`config.mk`:
```
export PLATFORM = sky130hd
export DESIGN_NAME = nand_op_engine
export DESIGN_NICKNAME = d
export VERILOG_FILES = /design/src/rtl/nand_op_engine.sv
export SDC_FILE = /design/constraint.sdc
export NUM_CORES = 1
export LEC_CHECK = 0
export ABC_AREA = 0
export BUFFER_PORTS_ARGS = -buffer_cell sky130_fd_sc_hd__buf_2
export CAP_MARGIN = 20
export CORE_AREA = 8 8 110 112
export CTS_BUF_LIST = sky130_fd_sc_hd__clkbuf_4
export DETAILED_ROUTE_END_ITERATION = 8
export DIE_AREA = 0 0 118 120
export PLACE_DENSITY_LB_ADDON = 0.15
export RECOVER_POWER = 25
export SLEW_MARGIN = 20
export SYNTH_ARGS = -nofsm -noshare
export SYNTH_HDL_FRONTEND = slang
export SYNTH_SLANG_ARGS = --single-unit
```
`constraint.sdc`:
```
create_clock -name clk -period 2.39 [get_ports clk]
set_clock_uncertainty 0.15 [all_clocks]
set_input_delay 0.3585 -clock clk [delete_from_list [all_inputs] [get_ports clk]]
set_output_delay 0.3585 -clock clk [all_outputs]
set_load 0.02 [all_outputs]
```
`src/rtl/nand_op_engine.sv`:
```
module nand_op_engine #(
  parameter int MAIN_BYTES  = 512,
  parameter int SPARE_BYTES = 16,
  parameter int NUM_BUFS    = 4,
  parameter int ID_BYTES    = 6,
  parameter logic [7:0] STATUS_OPCODE = 8'h70,
  localparam int PAGE_BYTES = MAIN_BYTES + SPARE_BYTES,
  localparam int IDX_W      = $clog2(PAGE_BYTES),
  localparam int SEL_W      = $clog2(NUM_BUFS),
  localparam int BA_W       = SEL_W + IDX_W
) (
  input  logic            clk,
  input  logic            rst_n,
  input  logic            wr_en,
  input  logic [2:0]      wr_addr,
  input  logic [15:0]     wr_data,
  input  logic [2:0]      rd_addr,
  output logic [15:0]     rd_data,
  output logic            irq,
  output logic            fl_cle,
  output logic            fl_ale,
  output logic            fl_we_n,
  output logic            fl_re_n,
  output logic            fl_oe,
  output logic [7:0]      fl_dout,
  input  logic [7:0]      fl_din,
  input  logic            fl_rdy,
  output logic [BA_W-1:0] buf_addr,
  output logic            buf_we,
  output logic [7:0]      buf_wdata,
  input  logic [7:0]      buf_rdata
);
  typedef enum logic [2:0] {S_IDLE, S_LAT_LO, S_LAT_HI, S_WAIT, S_XF_LO, S_XF_HI} st_t;

  st_t              st;
  logic [5:0]       op_q;
  logic             done_q;
  logic [8:0]       cfg_q;
  logic [SEL_W-1:0] sel_q;
  logic [7:0]       cmd_q, adr_q, lat_byte;
  logic             lat_cle, lat_ale;
  logic [IDX_W-1:0] idx_q, last_q;
  logic             busy, in_lat, prog;
  logic [5:0]       pick;

  assign busy   = (st != S_IDLE);
  assign in_lat = (st == S_LAT_LO) || (st == S_LAT_HI);
  assign prog   = op_q[2];
  assign pick   = wr_data[5:0] & (~wr_data[5:0] + 6'd1);

  always_ff @(posedge clk or negedge rst_n) begin
    if (!rst_n) begin
      st <= S_IDLE; op_q <= '0; done_q <= 1'b0; cfg_q <= '0; sel_q <= '0;
      cmd_q <= '0; adr_q <= '0; lat_byte <= '0; lat_cle <= 1'b0; lat_ale <= 1'b0;
      idx_q <= '0; last_q <= '0;
    end else if (!busy) begin
      if (wr_en) begin
        case (wr_addr)
          3'd0: begin
            done_q <= done_q & wr_data[15];
            op_q   <= pick;
            lat_cle <= pick[0] | pick[5];
            lat_ale <= pick[1];
            lat_byte <= pick[1] ? adr_q : (pick[5] ? STATUS_OPCODE : cmd_q);
            if (pick[2] || pick[3]) begin
              idx_q  <= cfg_q[2] ? IDX_W'(MAIN_BYTES) : '0;
              last_q <= IDX_W'(PAGE_BYTES - 1);
            end else begin
              idx_q  <= '0;
              last_q <= pick[4] ? IDX_W'(ID_BYTES - 1) : '0;
            end
            if (pick[0] || pick[1] || pick[5]) st <= S_LAT_LO;
            else if (pick != 6'd0)             st <= S_WAIT;
          end
          3'd1: cfg_q <= wr_data[8:0];
          3'd2: sel_q <= wr_data[SEL_W-1:0];
          3'd3: cmd_q <= wr_data[7:0];
          3'd4: adr_q <= wr_data[7:0];
          default: ;
        endcase
      end
    end else begin
      case (st)
        S_LAT_LO: st <= S_LAT_HI;
        S_LAT_HI:
          if (op_q[5]) st <= S_XF_LO;
          else begin st <= S_IDLE; done_q <= 1'b1; op_q <= '0; end
        S_WAIT:  if (fl_rdy) st <= S_XF_LO;
        S_XF_LO: st <= S_XF_HI;
        S_XF_HI:
          if (idx_q == last_q) begin st <= S_IDLE; done_q <= 1'b1; op_q <= '0; end
          else begin idx_q <= idx_q + 1'b1; st <= S_XF_LO; end
        default: st <= S_IDLE;
      endcase
    end
  end

  assign fl_cle    = in_lat & lat_cle;
  assign fl_ale    = in_lat & lat_ale;
  assign fl_we_n   = !((st == S_LAT_LO) || ((st == S_XF_LO) && prog));
  assign fl_re_n   = !((st == S_XF_LO) && !prog);
  assign fl_oe     = in_lat || (((st == S_XF_LO) || (st == S_XF_HI)) && prog);
  assign fl_dout   = in_lat ? lat_byte : buf_rdata;
  assign buf_addr  = {sel_q, idx_q};
  assign buf_we    = (st == S_XF_LO) && !prog;
  assign buf_wdata = fl_din;
  assign irq       = done_q & ~cfg_q[4];

  always_comb begin
    case (rd_addr)
      3'd0:    rd_data = {done_q, 9'd0, op_q};
      3'd1:    rd_data = {7'd0, cfg_q};
      3'd2:    rd_data = 16'(sel_q);
      3'd3:    rd_data = {8'd0, cmd_q};
      3'd4:    rd_data = {8'd0, adr_q};
      default: rd_data = 16'd0;
    endcase
  end
endmodule


```
Word level (Yosys, flattened, before mapping)

Cells that the tools add are included.

Add/sub/neg operators: 2
Equality and inequality tests: 20
Muxes and demuxes: 34
Bitwise operators: 9
Reduce and logical (&&, ||, !) cells: 29

Operator list:

| cell                    | count |
|---|---|
| $mux W10                | 8 |
| $pmux W16 S5            | 1 |
| $mux W6                 | 5 |
| $mux W3                 | 9 |
| $mux W8                 | 3 |
| $eq A3 B2 Y1 const B    | 6 |
| $pmux W3 S5             | 1 |
| $reduce_and A3 Y1       | 5 |
| $eq A3 B3 Y1 const B    | 4 |
| $pmux W6 S2             | 1 |
| $reduce_and A4 Y1       | 3 |
| $add A10 B1 Y10 const B | 1 |
| $eq A10 B10 Y1          | 1 |
| $eq A3 B1 Y1 const B    | 3 |
| $ne A3 B3 Y1 const B    | 3 |
| $logic_or A1 B1 Y1      | 7 |
| $add A6 B1 Y6 const B   | 1 |
| $and A6 B6 Y6           | 1 |
| $logic_not A3 Y1        | 2 |
| $not A6 Y6              | 1 |
| $reduce_bool A3 Y1      | 2 |
| $reduce_bool A6 Y1      | 1 |
| $mux W1                 | 5 |
| $reduce_and A5 Y1       | 1 |
| other kinds (10)        | 19 |

Register bits after elaboration: 67
Input bits: 42

Depth between registers and ports, before layout

Gate-level depths: netlist of run 1.

Depth in word-level cells: 9
Gate-level depth with buffers: 8
Gate-level depth less buffers: 5

Least setup slack after synthesis of run 1

No wires, ideal clock.

Path type: input-to-output
Start: in rd_addr[2]
End: out rd_data[6]
Arrival: 1.568 ns
Data required time: 1.882 ns
Setup slack: 0.314 ns
Stages on the path: 5
Path buffers: 2
Cell sequence: clkbuf_1 > nor2b_1 > clkbuf_1 > a22oi_1 > o21ai_0

Word-level cells in the longest chain between the ends: 2
Elaborated cells on any way between the ends: 6
Classes of those cells: eq/ne (4); mux (1); reduce/logical (1)

Ends and longest elaborated chain:

| what                                 | line | RTL |
|---|---|---|
| from (decl)                          | 17   | `input logic [2:0] rd_addr,` |
| $eq A3 B3 Y1 (tied with other cells) | 110  | `case (rd_addr)` |
| $pmux W16 S5 (*)                     | 110  |  |
| to (decl)                            | 18   | `output logic [15:0] rd_data,` |

Mark *: on every way between the ends. The rest lies on a longest branch, timed or not.

Worst setup path in the final report of run 1

Start: reg st[2]
End: out fl_dout[1]

Word-level cells in the longest chain between the ends: 3
Elaborated cells on any way between the ends: 4
Classes of those cells: eq/ne (2); mux (1); reduce/logical (1)

Ends and longest elaborated chain:

| what                                                | line | RTL |
|---|---|---|
| from (decl)                                         | 35   | `st_t st;` |
| from (signal assigned)                              | 53   | `st <= S_IDLE; op_q <= '0; done_q <= 1'b0; cfg_q <= '0; sel_q <= '0;` |
| from (signal assigned)                              | 72   | `if (pick[0] \|\| pick[1] \|\| pick[5]) st <= S_LAT_LO;` |
| from (signal assigned)                              | 73   | `else if (pick != 6'd0) st <= S_WAIT;` |
| $eq A3 B1 Y1 / $eq A3 B2 Y1 (equally long branches) | 47   | `assign in_lat = (st == S_LAT_LO) \|\| (st == S_LAT_HI);` |
| $logic_or A1 B1 Y1 (*)                              | 47   |  |
| $mux W8 (*)                                         | 103  | `assign fl_dout = in_lat ? lat_byte : buf_rdata;` |
| to (decl)                                           | 25   | `output logic [7:0] fl_dout,` |

Marks and branches as above.

==> results of run 1 <==
==> power breakdown <==
group | internal, mW | switching [mW]
Combinational | 0.0507 | 0.103
Sequential | 1.00 | 0.00361
Clock | 0.216 | 0.386
Total | 1.27 | 0.493
==> through the flow <==
stage | hold slack (ps) | cells | setup slack [ps] | instance area, sq um
floorplan | -87.1 | 339 | 314 | 3330
global placement | 231 | 530 | 246 | 3760
detailed placement | 231 | 530 | 233 | 3760
CTS | 33.9 | 551 | 4.03 | 3930
global route | 23.0 | 554 | 0.373 | 3950
finish | 54.5 | 554 | 100 | 3950
==> sequential cells by signal, indices dropped and copies added (netlist names) <==
| name | count |
|---|---|
| sel_q | 2 |
| adr_q | 8 |
| st | 3 |
| cmd_q | 8 |
| op_q | 6 |
| done_q | 1 |
| lat_cle | 1 |
| lat_ale | 1 |
| last_q | 2 |
| lat_byte | 8 |
| idx_q | 10 |
| cfg_q | 9 |
==> worst max path at each step <==
stage | endpoint | from
floorplan | rd_data[6] | rd_addr[2]
global placement | fl_dout[2] | st[0]$_DFFE_PN0P_
detailed placement | cfg_q[7]$_DFFE_PN0P_ | st[0]$_DFFE_PN0P_
CTS | fl_dout[5] | st[1]$_DFFE_PN0P_
global route | fl_dout[2] | st[2]$_DFFE_PN0P_
finish | fl_dout[1] | st[2]$_DFFE_PN0P_
==> cells in the final DEF, fill, tap and decap left out, types with 3 or more instances in the layout <==
cell | Yosys | routed
a21oi_1 | 8 | 8
a22o_1 | 4 | 4
a22oi_1 | 6 | 6
a31oi_1 | 6 | 6
and2_1 | 3 | 3
buf_2 | 4 | 63
buf_4 | 17 | 22
clkbuf_4 | 0 | 10
clkinv_2 | 0 | 5
conb_1 | 1 | 6
dfrtp_1 | 59 | 57
inv_1 | 6 | 6
mux2_1 | 17 | 17
mux2_2 | 17 | 17
mux2i_1 | 7 | 7
nand2_1 | 34 | 34
nand3_1 | 16 | 16
nand3b_1 | 4 | 4
nor2_1 | 25 | 25
nor2b_1 | 7 | 7
nor3_1 | 10 | 10
o21ai_0 | 14 | 14
o21ai_1 | 7 | 7
o31ai_1 | 6 | 6
==> cell families after synthesis <==
family,count (synthesis)
xor+xnor,2
buf+inv,38
mux,41
other cells,1
compound gates,68
simple gates,124
fa+ha+maj,1
flops,59
==> per-layer routing <==
| metal | vias to the layer above | routed length [microns] | GRT usage |
|---|---|---|---|
| li1 | 1334 | - | - |
| met2 | 62 | 4360 | 0.220 |
| met5 | - | 0 | 0 |
| met1 | 1301 | 4730 | 0.184 |
| met4 | 0 | 127 | 0.0512 |
| met3 | 11 | 412 | 0.0305 |
==> what timing repair did <==
action / 4_1_cts / 5_1_grt
resized for setup: 3 / 0
setup endpoints to repair: 10 / 8
hold buffers: 2 / 0
endpoints found under the hold margin: 21 / 0
setup buffers: 3 / 2
pin swaps: 1 / 0
==> layout make-up <==
type,instances,area (sq um)
diodes,1,2.50
clock buffers,10,75.1
clock inverters,6,32.5
fillers,1111,6560
inverters,6,22.5
multi-input cells,242,1630
flip-flops and latches,59,1480
well taps,140,175
repair buffers,90,529
==> worst max-delay path, delay by kind of cell (launching register included) <==
| family | cells | cell delay, ps |
|---|---|---|
| flops | 1 | 560 |
| mux | 1 | 330 |
| buf+inv | 2 | 310 |
| simple gates | 1 | 170 |
==> out/qor.yml, run 1 <==
routabilityCongestion: 0.766
total_power_mw: 1.76
ctsHtreeMaxLevel: 3
powerDensity_nw_per_um2: 447
grt_pass1_vias: 2831
async_reset_ff_frac: 1.00
ir_drop_mv: 0.179
io_buffers: 64
critPathMaxStageDelay_ps: 560
vias_per_cell: 4.89
grt_max_degree: 23
core_sq_um: 10500
synthTopCellsByArea: "dfrtp_1 45%, mux2_1 5.8%, mux2_2 5.8%"
required_ps: 1880
fp-row-count: 38
drc: 0
synth_most_common_cell: "dfrtp_1"
status: "finished, final reports clean"
die_x_microns: 118
final_util: 0.376
grt_pass1_wl_mm: 15.6
cp_max_fo: 10
synth_top_family_by_area: "simple AND/OR/NAND/NOR gates"
rr_endpoint: "cfg_q[4]$_DFFE_PN0P_"
ios: 93
grtUsageTotal: 0.139
syn_area_sq_um: 3310
post-synth-top-area-fraction: 0.446
yosysWarnings: 0
area_growth_pct: 19.3
drv_slew: 0
fin_nets: 451
hold_viol: 0
dr.first_iter.drc_count: 92
antenna_left: 0
clk_latency_ps: 410
cap_violations: 0
die_area_sq_um: 14200
rsz0062_at_grt: "false"
synth_common_cells: "59 x dfrtp_1, 34 x nand2_1, 25 x nor2_1"
min_path_type: "in2reg"
reg2regPathDepth: 5
synth_compound_area_frac: 0.137
layout_worst_path_cycle_share: 0.958
first_pass_iters: 4
drive_gt1_frac: 0.332
synth_mux_area_frac: 0.137
start_util: 0.315
start_kind: "flop"
slowest_stage: "dfrtp_1"
whs_path_depth: 2
synthAdderAreaFrac: 0.00378
tightest_slew_ps: 1320
synthCells: 334
overflow: 0
synthDistinctLibCells: 60
clock.fmax_mhz: 437
cts.sinks: 59
slew_headroom: 0.121
reg2reg_from: "st[1]$_DFFE_PN0P_"
hpwl_mm: 7.05
finalSetupViolations: 0
vias: 2708
synth_seq_area_share: 0.446
worstHoldEndpoint: "cfg_q[7]$_DFFE_PN0P_"
antenna_found_initial: 1
clkTransAtPathRegs_ps: 110
min_period_ps: 2290
dieHeight_microns: 120
p_leak_nw: 1.91
routed_wl_mm: 9.62
yosys.area_share.xor_xnor: 0.00530
cts_made_buffers: 9
synth_edf_count: 0
root_buffer: "clkbuf_4"
synthFlopType: "dfrtp_1"
clk_path_buf_depth: 2
tns_ps: 0
synth-simple-area-share: 0.201
path_cells: "nor2_4 -> buf_12 -> mux2_2 -> buf_2"
path_class: "reg2out"
ys_ff_latch: 59
syn_area_per_cell_sq_um: 9.90
cp-end-kind: "primary output"
synth_largest_area_cell: "dfrtp_1"
post_drt_wl_per_cell_microns: 17.4
cts_tree: "yes"
rrSetupSlack_ps: 210
critPathArrivalTime_ps: 1780
hp-start: "wr_data[7]"
Note: power is estimated with default switching activity, not from simulation.
==> run 2, diff against run 1 <==
--- a/config.mk
+++ b/config.mk
@@ -8,12 +8,13 @@
 export ABC_AREA = 0
 export BUFFER_PORTS_ARGS = -buffer_cell sky130_fd_sc_hd__buf_2
 export CAP_MARGIN = 20
-export CORE_AREA = 8 8 110 112
+export CORE_AREA = 8 8 88 90
 export CTS_BUF_LIST = sky130_fd_sc_hd__clkbuf_4
 export DETAILED_ROUTE_END_ITERATION = 8
-export DIE_AREA = 0 0 118 120
+export DIE_AREA = 0 0 96 98
 export PLACE_DENSITY_LB_ADDON = 0.15
 export RECOVER_POWER = 25
+export SETUP_SLACK_MARGIN = 0.5
 export SLEW_MARGIN = 20
 export SYNTH_ARGS = -nofsm -noshare
 export SYNTH_HDL_FRONTEND = slang
==> out/qor.yml, run 2 (same netlist as run 1, synthesis figures left out) <==
status: "finished, final reports clean"
final_cell_mix: "56 x buf_2, 52 x dfrtp_1, 34 x buf_4"
grtUsageTotal: 0.197  # +0.0572
ios: 93  # unchanged
cp-end-kind: "primary output"
total_power_mw: 1.81  # +2.8%
hold_viol: 0  # unchanged
routabilityCongestion: 0.829  # +8.1%
whs_ps: 19.4  # -35.1 ps
io_buffers: 64  # unchanged
start_kind: "flop"
clk_latency_ps: 400  # about the same
grt_pass1_wl_mm: 14.6  # -6.5%
clock.fmax_mhz: 439  # +0.51%
top_layer: "met4"
path_delay_family: "flip-flops"
ctsHtreeMaxLevel: 3  # unchanged
start_util: 0.509  # +0.195
tightest_slew_ps: 1320  # -0.469 ps
tns_ps: 0  # unchanged
path_cells: "xnor2_2 -> nor2_4 -> buf_12 -> mux2_2 -> buf_2"
drc: 0  # unchanged
vias: 2878  # +6.3%
swShare: 0.255  # -0.0249
antenna_left: 0  # unchanged
overflow: 0  # unchanged
comb_power_share: 0.086  # about the same
regArea_sq_um: 1490  # +0.42%
path_class: "reg2out"
die_area_sq_um: 9410  # -34%
clkTransAtPathRegs_ps: 100  # about the same
fill_cells: 554  # -50%
cts.sinks: 59  # unchanged
vias_per_cell: 5.76  # +18%
antenna_found_initial: 0  # -1
p_seq_frac: 0.555  # -0.016
critPathArrivalTime_ps: 1770  # about the same
cts_tree: "yes"
post_drt_wl_per_cell_microns: 18.0  # +3.4%
slowest_stage: "dfrtp_2"
met3_length_microns: 586  # +42%
final_util: 0.631  # +0.256
powerDensity_nw_per_um2: 442  # -1.0%
finalSetupViolations: 0  # unchanged
cts_made_buffers: 9  # unchanged
final_common_cell: "buf_2"
min_period_ps: 2280  # -11.5 ps
core_sq_um: 6490  # -38%
drv_slew: 0  # unchanged
top_regs: "idx_q x10, cfg_q x9"
hpwl_mm: 6.14  # -13%
required_ps: 1880  # about the same
layout_worst_path_cycle_share: 0.953  # -0.00483
cp_max_fo: 10  # unchanged
fin_nets: 460  # +2.0%
grt_pass1_vias: 2868  # +1.3%
critPathMaxStageDelay_ps: 440  # -120 ps
largest_register_ffs: 10  # unchanged
dieHeight_microns: 98  # -18%
antenna_cells: 0  # -1
p_int_mw: 1.35  # +6.4%
cap_violations: 0  # unchanged
area_growth_pct: 24.0
drive_gt1_frac: 0.381  # +0.0492
met1_length_mm: 3.94  # -17%
pwr-share-clk: 0.359  # +0.017
p_leak_nw: 1.96  # +2.7%
multi_input_area_sq_um: 1720  # +5.7%
grt_max_degree: 39  # +70%
slew_headroom: 0.121  # +0.000312
rsz0062_at_grt: "true"
switchingPower_uw: 462  # -6.4%
first_pass_iters: 4  # unchanged
die_x_microns: 96  # -19%
clk_path_buf_depth: 2  # unchanged
top_register: "idx_q"
root_buffer: "clkbuf_4"
routed_wl_mm: 8.98  # -6.7%
crit_buf_inv: 2  # unchanged
ir_drop_mv: 0.286  # +60%
wl_met2_mm: 4.34  # -0.41%
fp-row-count: 30  # -21%
dr.first_iter.drc_count: 145  # +58%
min_path_type: "in2reg"
## run 2: cell count changes in the layout (fill, tap and decap cells not counted), moves of 3 or more
cell,delta
clkinv_2,-4
dfrtp_1,-5
nor2_4,+3
buf_4,+12
clkinv_1,+3
buf_2,-7
o21ai_1,+6
dfrtp_2,+5
buf_6,+4
o21ai_0,-6
## run 2: worst reg2reg max path: cells and delay by family, from the launching register on
family,cells,cell delay (ps)
flip-flops,1,440
buffers and inverters,2,300
AND/OR/NAND/NOR,3,740
multiplexers,1,320
## run 2: cell type report
| class | count | share of cell area |
|---|---|---|
| multi-input combinational | 242 | 0.420 |
| tap | 80 | 0.0244 |
| timing repair buffer | 99 | 0.160 |
| sequential | 59 | 0.362 |
| clock buffer | 9 | 0.0165 |
| inverter | 6 | 0.00549 |
| clock inverter | 5 | 0.0113 |
## run 2: layer usage
layer / up-vias / track usage
met4: 0 / 0.0793
li1: 1355 / -
met5: - / 0
met2: 86 / 0.298
met1: 1426 / 0.263
met3: 11 / 0.0407
## run 2: per-stage QoR
stage / std cells / cell area (sq um) / worst slack, ps
3_3_place_gp: 465 / 3660 / 288
4_1_cts: 496 / 4040 / 112
6_report: 500 / 4100 / 112
3_5_place_dp: 465 / 3660 / 259
5_1_grt: 500 / 4100 / 39.7
2_1_floorplan: 339 / 3330 / 431
## run 2: path summary, 6_finish.rpt
check	from	endpoint	cells after the start	slack, ps
max in group asynchronous	rst_n	st[0]$_DFFE_PN0P_	2	620
max reg2reg	st[1]$_DFFE_PN0P_	cfg_q[3]$_DFFE_PN0P_	6	320
max	st[1]$_DFFE_PN0P_	fl_dout[3]	5	110
min	wr_data[8]	cfg_q[8]$_DFFE_PN0P_	2	20
min reg2reg	lat_cle$_DFFE_PN0P_	lat_cle$_DFFE_PN0P_	2	320
min in group asynchronous	rst_n	st[0]$_DFFE_PN0P_	2	610
## run 2: repair_timing
action	in CTS	in global routing
gates resized for setup	31	9
buffers inserted	16	4
endpoints found under the hold margin	21	0
pin swaps	6	5
endpoints found under the setup margin	59	73
hold buffers	1	0
## run 2: power groups by stage
stage          Combinational (mW)  Clock, mW  Sequential, mW
2_1_floorplan              0.0932          0            1.03
3_3_place_gp                0.147          0            1.03
3_5_place_dp                0.149          0            1.03
4_1_cts                     0.156      0.661            1.01
5_1_grt                     0.170      0.695            1.01
6_report                    0.156      0.651            1.01
==> run 3, diff against run 2 <==
--- a/config.mk
+++ b/config.mk
@@ -14,7 +14,7 @@
 export DIE_AREA = 0 0 96 98
 export PLACE_DENSITY_LB_ADDON = 0.15
 export RECOVER_POWER = 25
-export SETUP_SLACK_MARGIN = 0.5
+export SETUP_SLACK_MARGIN = 0.02
 export SLEW_MARGIN = 20
 export SYNTH_ARGS = -nofsm -noshare
 export SYNTH_HDL_FRONTEND = slang
==> out/qor.yml, run 3 (same netlist as run 1, synthesis figures left out) <==
status: "finished, final reports clean"
dr.first_iter.drc_count: 122  # -16%
fin_nets: 447  # -2.8%
vias: 2755  # -4.3%
cp-end-kind: "primary output"
p_leak_nw: 1.90  # -2.9%
grtUsageTotal: 0.191  # -0.00609
clk_latency_ps: 400  # about the same
first_pass_iters: 4  # unchanged
hp-start: "wr_data[7]"
routed_wl_mm: 8.57  # -4.6%
hold_viol: 0  # unchanged
drv_slew: 0  # unchanged
start_util: 0.509  # unchanged
cts_made_buffers: 9  # unchanged
path_class: "reg2out"
cp_max_fo: 10  # unchanged
die_x_microns: 96  # unchanged
drc: 0  # unchanged
grt_max_degree: 60  # +54%
min_path_type: "in2reg"
cts_tree: "yes"
routabilityCongestion: 0.814  # -1.7%
antenna_found_initial: 0  # unchanged
tightest_slew_ps: 522  # -796 ps
root_buffer: "clkbuf_4"
fp-row-count: 30  # unchanged
grt_pass1_wl_mm: 14.1  # -3.3%
critPathArrivalTime_ps: 1800  # +30 ps
required_ps: 1880  # about the same
core_sq_um: 6490  # unchanged
clkTransAtPathRegs_ps: 100  # about the same
finalSetupViolations: 0  # unchanged
post_drt_wl_per_cell_microns: 17.5  # -2.4%
start_kind: "flop"
largest_register_ffs: 10  # unchanged
startpoint: "st[1]$_DFFE_PN0P_"
final_util: 0.597  # -0.0339
ir_drop_mv: 0.329  # +15%
overflow: 0  # unchanged
powerDensity_nw_per_um2: 474  # +7.2%
slew_headroom: 0.652  # +0.530
ctsHtreeMaxLevel: 3  # unchanged
final_cell_mix: "63 x buf_2, 56 x dfrtp_1, 34 x nand2_1"
grt_pass1_vias: 2801  # -2.3%
layout_worst_path_cycle_share: 0.967  # +0.0137
tns_ps: 0  # unchanged
ios: 93  # unchanged
io_buffers: 64  # unchanged
cap_violations: 0  # unchanged
clock.fmax_mhz: 433  # -1.4%
area_growth_pct: 17.3
total_power_mw: 1.84  # +1.5%
drive_gt1_frac: 0.323  # -0.0582
top_register: "idx_q"
antenna_cells: 0  # unchanged
rsz0062_at_grt: "false"
hpwl_mm: 6.16  # +0.31%
dieHeight_microns: 98  # unchanged
reg2reg_from: "idx_q[0]$_DFFE_PN0P_"
final_common_cell: "buf_2"
cts.sinks: 59  # unchanged
vias_per_cell: 5.63  # -2.1%
antenna_left: 0  # unchanged
top_regs: "idx_q x10, cfg_q x9"
die_area_sq_um: 9410  # unchanged
clk_path_buf_depth: 2  # unchanged
min_period_ps: 2310  # +32.8 ps
-- run 3: cell types whose count changed in the layout (fill, tap and decap cells not counted), moves of 2 or more --
cell	previous run	this run
nor2_4	5	2
dfrtp_2	7	3
o21ai_0	8	14
buf_4	34	18
buf_6	4	0
dfrtp_1	52	56
o21ai_1	13	7
nor3_1	8	10
a22oi_2	2	0
buf_2	56	63
nor3_2	4	2
a22oi_1	4	6
nor2_1	23	25
-- run 3: cell type report --
class	count	area (sq um)
Tap cell	80	100
Clock inverter	6	56.3
Multi-Input combinational cell	242	1630
Sequential cell	59	1480
Inverter	6	22.5
Timing Repair Buffer	86	514
Clock buffer	10	75.1
Fill cell	587	2620
-- run 3: where the power goes --
part | switching, mW | internal, mW | total, mW | leakage, nW
combinational | 0.0994 | 0.0503 | 0.150 | 1.05
sequential | 0.00362 | 1.00 | 1.01 | 0.776
clock | 0.361 | 0.322 | 0.683 | 0.0752
total | 0.464 | 1.38 | 1.84 | 1.90
-- run 3: worst paths after layout --
path | slack [ps] | end | cells past startpoint
setup / recovery | 80 | fl_dout[4] | 5
hold / removal | 40 | cmd_q[7]$_DFFE_PN0P_ | 2
setup reg to reg | 230 | op_q[2]$_DFFE_PN0P_ | 5
hold reg to reg | 330 | lat_cle$_DFFE_PN0P_ | 2
max in group asynchronous | 1440 | st[1]$_DFFE_PN0P_ | 3
min in group asynchronous | 360 | done_q$_DFFE_PN0P_ | 3
-- run 3: timing repair --
item | in CTS | in global routing
endpoints found under the setup margin | 8 | 9
hold endpoints to repair | 60 | 0
hold buffers | 2 | 0
resized for setup | 3 | 1
pin swaps | 1 | 0
setup buffers | 4 | 0
-- run 3: worst max-delay path: stages, from the launching register on --
cell     delay (ps)
dfrtp_2         470
xnor2_2         170
nor2_4          130
buf_12          140
mux2_1          330
buf_2           170
-- run 3: metrics by stage --
step	hold slack, ps	cell area [sq um]	instances	setup slack (ps)
finish	43.3	3880	489	79.1
global route	27.7	3880	489	22.1
CTS	19.0	3880	489	21.9
detailed placement	237	3670	467	251
global placement	236	3670	467	286
floorplan	-87.1	3330	339	314
-- run 3: per-layer routing --
layer	vias up	global-route usage	wire length, microns
met5	-	0	0
met4	0	0.0781	153
met3	14	0.0368	568
met2	88	0.284	3940
met1	1316	0.261	3910
li1	1337	-	-
